`src/rtl/pwrx_pkg.sv`:
```
package pwrx_pkg;
    // Outcome of measuring one high pulse
    typedef enum logic [1:0] {
        PK_GLITCH = 2'd0,
        PK_ZERO   = 2'd1,
        PK_AMBIG  = 2'd2,
        PK_ONE    = 2'd3
    } pulse_kind_e;
endpackage

```
`src/rtl/pwrx_sync.sv`:
```
module pwrx_sync #(
    parameter int STAGES = 2
) (
    input  logic clk_i,
    input  logic rst_i,
    input  logic raw_i,
    output logic lvl_o
);
    logic [STAGES-1:0] chain_d, chain_q;

    always_comb begin
        chain_d = {chain_q[STAGES-2:0], raw_i};
    end

    always_ff @(posedge clk_i) begin
        if (rst_i) chain_q <= '0;
        else       chain_q <= chain_d;
    end

    assign lvl_o = chain_q[STAGES-1];
endmodule

```
`src/rtl/pwrx_classify.sv`:
```
module pwrx_classify
    import pwrx_pkg::*;
#(
    parameter int MIN_W    = 3,
    parameter int ZERO_MAX = 10,
    parameter int ONE_MIN  = 40,
    parameter int GAP_MIN  = 12
) (
    input  logic clk_i,
    input  logic rst_i,
    input  logic lvl_i,
    output logic bit_valid_o,
    output logic bit_value_o,
    output logic width_err_o,
    output logic gap_err_o
);
    localparam int CNT_W = $clog2(ONE_MIN + 1);
    localparam int GAP_W = $clog2(GAP_MIN + 1);
    localparam logic [CNT_W-1:0] MIN_L  = CNT_W'(MIN_W);
    localparam logic [CNT_W-1:0] ZMAX_L = CNT_W'(ZERO_MAX);
    localparam logic [CNT_W-1:0] ONE_L  = CNT_W'(ONE_MIN);
    localparam logic [GAP_W-1:0] GAP_L  = GAP_W'(GAP_MIN);

    typedef struct packed {
        logic             lvl;     // level seen last cycle
        logic [CNT_W-1:0] wcnt;    // high cycles of current pulse, saturating
        logic [GAP_W-1:0] gcnt;    // low cycles since last accepted pulse
        logic             gshort;  // gap was short at this pulse's rise
        logic             valid;
        logic             value;
        logic             werr;
        logic             gerr;
    } cls_state_t;

    cls_state_t st_d, st_q;
    pulse_kind_e kind_d;
    logic rise_d, fall_d;

    function automatic pulse_kind_e kind_of(input logic [CNT_W-1:0] w);
        if (w < MIN_L)       return PK_GLITCH;
        else if (w <= ZMAX_L) return PK_ZERO;
        else if (w >= ONE_L)  return PK_ONE;
        else                  return PK_AMBIG;
    endfunction

    always_comb begin
        st_d       = st_q;
        st_d.valid = 1'b0;
        st_d.lvl   = lvl_i;
        rise_d     = lvl_i && !st_q.lvl;
        fall_d     = !lvl_i && st_q.lvl;
        kind_d     = kind_of(st_q.wcnt);

        // width measurement
        if (rise_d) begin
            st_d.wcnt   = CNT_W'(1);
            st_d.gshort = (st_q.gcnt < GAP_L);
        end else if (lvl_i && st_q.wcnt < ONE_L) begin
            st_d.wcnt = st_q.wcnt + CNT_W'(1);
        end

        // decision on the falling edge; glitches leave gap timing alone
        if (fall_d && kind_d != PK_GLITCH) begin
            st_d.gcnt = GAP_W'(1);
            if (st_q.gshort) st_d.gerr = 1'b1;
            if (kind_d == PK_AMBIG) begin
                st_d.werr = 1'b1;
            end else begin
                st_d.valid = 1'b1;
                st_d.value = (kind_d == PK_ONE);
            end
        end else if (!lvl_i && st_q.gcnt < GAP_L) begin
            st_d.gcnt = st_q.gcnt + GAP_W'(1);
        end
    end

    always_ff @(posedge clk_i) begin
        if (rst_i) begin
            st_q      <= '0;
            st_q.gcnt <= GAP_L;
        end else begin
            st_q <= st_d;
        end
    end

    assign bit_valid_o = st_q.valid;
    assign bit_value_o = st_q.value;
    assign width_err_o = st_q.werr;
    assign gap_err_o   = st_q.gerr;

    p_reset_clear_r1: assert property (@(posedge clk_i)
        rst_i |=> (!st_q.valid && !st_q.werr && !st_q.gerr));
    p_strobe_after_fall_r3: assert property (@(posedge clk_i) disable iff (rst_i)
        st_q.valid |-> ($past(st_q.lvl) && !st_q.lvl));
    p_werr_sticky_r6: assert property (@(posedge clk_i) disable iff (rst_i)
        st_q.werr |=> st_q.werr);
    p_gerr_sticky_r7: assert property (@(posedge clk_i) disable iff (rst_i)
        st_q.gerr |=> st_q.gerr);
    p_strobe_one_cycle_r10: assert property (@(posedge clk_i) disable iff (rst_i)
        st_q.valid |=> !st_q.valid);
endmodule

```
`src/rtl/pwrx_shreg.sv`:
```
module pwrx_shreg #(
    parameter int WIDTH = 6
) (
    input  logic             clk_i,
    input  logic             rst_i,
    input  logic             shift_i,
    input  logic             bit_i,
    output logic [WIDTH-1:0] data_o
);
    logic [WIDTH-1:0] data_d, data_q;

    always_comb begin
        data_d = data_q;
        if (shift_i) data_d = {data_q[WIDTH-2:0], bit_i};
    end

    always_ff @(posedge clk_i) begin
        if (rst_i) data_q <= '0;
        else       data_q <= data_d;
    end

    assign data_o = data_q;

    p_hold_idle_r9: assert property (@(posedge clk_i) disable iff (rst_i)
        !shift_i |=> $stable(data_q));
    p_shift_in_r9: assert property (@(posedge clk_i) disable iff (rst_i)
        shift_i |=> (data_q[0] == $past(bit_i)));
endmodule

```
`src/rtl/pwrx_decoder.sv`:
```
module pwrx_decoder #(
    parameter int SREG_W   = 6,
    parameter int MIN_W    = 3,
    parameter int ZERO_MAX = 10,
    parameter int ONE_MIN  = 40,
    parameter int GAP_MIN  = 12
) (
    input  logic              clk_i,
    input  logic              rst_i,
    input  logic              wire_i,
    output logic [SREG_W-1:0] shreg_o,
    output logic              bit_valid_o,
    output logic              bit_value_o,
    output logic              width_err_o,
    output logic              gap_err_o
);
    logic lvl_s;

    pwrx_sync #(.STAGES(2)) sync_i (
        .clk_i (clk_i),
        .rst_i (rst_i),
        .raw_i (wire_i),
        .lvl_o (lvl_s)
    );

    pwrx_classify #(
        .MIN_W    (MIN_W),
        .ZERO_MAX (ZERO_MAX),
        .ONE_MIN  (ONE_MIN),
        .GAP_MIN  (GAP_MIN)
    ) cls_i (
        .clk_i       (clk_i),
        .rst_i       (rst_i),
        .lvl_i       (lvl_s),
        .bit_valid_o (bit_valid_o),
        .bit_value_o (bit_value_o),
        .width_err_o (width_err_o),
        .gap_err_o   (gap_err_o)
    );

    pwrx_shreg #(.WIDTH(SREG_W)) sreg_i (
        .clk_i   (clk_i),
        .rst_i   (rst_i),
        .shift_i (bit_valid_o),
        .bit_i   (bit_value_o),
        .data_o  (shreg_o)
    );

    p_idle_no_bit_r2: assert property (@(posedge clk_i) disable iff (rst_i)
        (!lvl_s && $past(!lvl_s)) |=> !bit_valid_o);
endmodule

```
`config.mk`:
```
export PLATFORM = sky130hd
export DESIGN_NAME = pwrx_decoder
export DESIGN_NICKNAME = d
export VERILOG_FILES = /design/src/rtl/pwrx_pkg.sv /design/src/rtl/pwrx_sync.sv /design/src/rtl/pwrx_classify.sv /design/src/rtl/pwrx_shreg.sv /design/src/rtl/pwrx_decoder.sv
export SDC_FILE = /design/constraint.sdc
export NUM_CORES = 1
export LEC_CHECK = 0
export ABC_AREA = 1
export ABC_CLOCK_PERIOD_IN_PS = 2100
export BUFFER_PORTS_ARGS = -buffer_cell sky130_fd_sc_hd__buf_4
export CAP_MARGIN = 20
export CORE_ASPECT_RATIO = 1.75
export CORE_MARGIN = 2
export CORE_UTILIZATION = 30
export DETAILED_ROUTE_END_ITERATION = 12
export SETUP_SLACK_MARGIN = 0.5
export SYNTH_ARGS = -nofsm -noshare
export SYNTH_HDL_FRONTEND = slang
export SYNTH_SLANG_ARGS = --single-unit
export TNS_END_PERCENT = 10
```
`constraint.sdc`:
```
create_clock -name clk_i -period 2.1 [get_ports clk_i]
set_input_delay 0.42 -clock clk_i [delete_from_list [all_inputs] [get_ports clk_i]]
set_output_delay 0.42 -clock clk_i [all_outputs]
set_load 0.1 [all_outputs]
```
==> results.json <==
{
  "syn_to_final_growth_pct": 18.85,
  "gp_congestion": 0.7408,
  "postRouteAntennaNets": 0,
  "start_kind": "flop",
  "internal-power_w": 0.0006390,
  "seq_area_sq_um": 480.5,
  "grt_max_degree": 15,
  "cts.sinks": 24,
  "fin_area_sq_um": 1191,
  "p_per_area_nw_per_um2": 677.8,
  "cts_tree": "built",
  "grt_pass1_wl_microns": 3353,
  "syn_nets": 139,
  "cts_hold_buf": 0,
  "maxSlewHeadroom": 0.7642,
  "leakage_nw": 0.5540,
  "antenna_found_initial": 0,
  "synth.area.top_cells": "dfxtp_1, nand2_1, nor2_1",
  "synth_cell_types": 19,
  "hold_depth": 3,
  "crit_required_ps": 1680,
  "antenna_cells": 0,
  "cp_num_buf_inv": 1,
  "cts_max_path_buffers": 2,
  "path_max_fanout": 9,
  "p_seq_frac": 0.578,
  "drtIter0Drc": 35,
  "wl_per_cell_microns": 10.12,
  "fin_nets": 154,
  "status": "finished clean",
  "start_util": 0.3156,
  "io_pins": 13,
  "finalWirelength_microns": 1922,
  "path_depth": 1,
  "tns_ps": 0,
  "slowest_stage": "dfxtp_1",
  "vdd_drop_max_v": 0.0004226,
  "setup_viol": 0,
  "rsz0062_at_grt": "false",
  "synth.largest_area_cell": "dfxtp_1",
  "cts_root_buffer": "clkbuf_8",
  "avgSynthCellArea_sq_um": 7.535,
  "fin_util": 0.3751,
  "reg2regPathDepth": 8,
  "max_freq_mhz": 674.8,
  "min_period_over_period": 0.7056,
  "synth_top_area_share": 0.4794,
  "dpl_cell_area_sq_um": 1136,
  "vias_per_cell": 4.468,
  "ys_ff_latch": 24,
  "drcViolationCount": 0,
  "dieArea_sq_um": 3837,
  "ys_seq_area_frac": 0.4794,
  "core.rowCount": 27,
  "vias": 849,
  "cp-end-kind": "output pin",
  "post-cts-setup-buffers": 0,
  "hold_viol_final": 0,
  "drt_first_pass_iters": 3,
  "layout_min_cycle_time_ps": 1482,
  "critPathKind": "reg2out",
  "slew_viol_final": 0,
  "slowest_delay_ps": 460,
  "crit_chain": "buf_4",
  "track_usage": 0.1164,
  "totalPowerFinal_w": 0.0008073,
  "fp.coreArea_sq_um": 3176,
  "clk_pin_slew_ps": 80,
  "min_path_type": "in2reg",
  "hpwl_microns": 1512,
  "combPwrFrac": 0.039,
  "final.setup_skew_ps": 4.612,
  "switching_share": 0.2085,
  "p_sw_w": 0.0001683,
  "netlist_area_sq_um": 1002,
  "p_clk_frac": 0.384,
  "holdWs_ps": 356.7,
  "drive_above_1_share": 0.1497,
  "nFillCells": 355,
  "multi_input_area_sq_um": 442.9,
  "insertion_delay_ps": 260,
  "critPathTopFamily": "flip-flops",
  "cts_buffers": 3,
  "maxCapViolations": 0,
  "die_height_microns": 80.46,
  "portBuffers": 12,
  "arrival_ps": 1060,
  "grt_pass1_vias": 829,
  "worst_pin_slew_ps": 353.4,
  "htreeDepth": 1,
  "yosysWarnings": 0,
  "syn_inst": 133,
  "grt_overflow": 0,
  "die_w_microns": 47.69,
  "cts_resized": 0
}
-- registers in the layout, indices dropped and copies added (netlist names) --
name,flops
cls_i.bit_valid_o,1
cls_i.gap_err_o,1
cls_i.st_q,12
sreg_i.data_o,6
cls_i.width_err_o,1
sync_i.chain_q,2
cls_i.bit_value_o,1
-- power groups by stage --
stage	Combinational (W)	Clock, W	Sequential (W)
after floorplan	0.0000235	0	0.000477
after global placement	0.0000306	0	0.000477
after detailed placement	0.0000314	0	0.000477
after CTS	0.0000316	0.000318	0.000466
after global routing	0.0000372	0.000334	0.000468
final	0.0000312	0.000310	0.000466
-- logic make-up (layout without fill, tap and decap cells) --
group	count (synthesis)	count (layout)	share of synthesized area
simple gates	61	61	0.2597
flops	24	24	0.4794
compound gates	23	23	0.1273
buf+inv	20	34	0.07865
fa+ha+maj	3	3	0.03746
xor+xnor	2	2	0.01748
-- cells in the mapped netlist --
| cell | number |
|---|---|
| ha_1 | 3 |
| o21ai_1 | 2 |
| nor2_4 | 1 |
| dfxtp_1 | 24 |
| nor2_1 | 24 |
| a21oi_1 | 6 |
| clkinv_2 | 1 |
| xnor2_1 | 2 |
| nand2_4 | 1 |
| and3_1 | 1 |
| o21ai_0 | 11 |
| nor3b_1 | 1 |
| a31oi_1 | 1 |
| inv_1 | 17 |
| buf_2 | 2 |
| o21ai_2 | 1 |
| nand3_1 | 8 |
| nand2_1 | 25 |
| a21oi_2 | 2 |
-- per-layer routing --
metal / vias to the layer above / track usage / wire (microns)
li1: 446 / - / -
met4: 0 / 0.04865 / 31
met2: 13 / 0.2053 / 1004
met5: - / 0 / 0
met3: 4 / 0.01348 / 51
met1: 386 / 0.1309 / 835
-- path summary, 6_finish.rpt --
check / startpoint / endpoint / slack (ps)
worst min register to register: sync_i.chain_q[0] / sync_i.chain_q[1] / 420
worst max-delay path: cls_i.bit_valid_o / bit_valid_o / 620
worst min-delay path: wire_i / sync_i.chain_q[0] / 360
worst max register to register: cls_i.st_q[10] / cls_i.st_q[8] / 780
-- through the flow --
stage,setup WS (ps),cells
after floorplan,560.9,133
after global placement,809.2,186
after detailed placement,795.6,186
after CTS,600.7,190
after global routing,536.7,190
final,618.1,190
-- layout make-up --
cell class,instances,area share
Multi-Input combinational cell,89,0.3718
Timing Repair Buffer,12,0.07563
Tap cell,43,0.04517
Clock buffer,4,0.04622
Sequential cell,24,0.4034
Inverter,18,0.05777
-- layout by cell type (no fill, tap or decap), types with 2 or more instances in the layout --
cell,n
a21oi_1,6
nand3_1,8
nor2_1,24
o21ai_1,2
dfxtp_1,24
buf_4,12
nand2_1,25
inv_1,17
ha_1,3
a21oi_2,2
clkbuf_8,4
o21ai_0,11
xnor2_1,2
(Power assumes the default switching activity.)
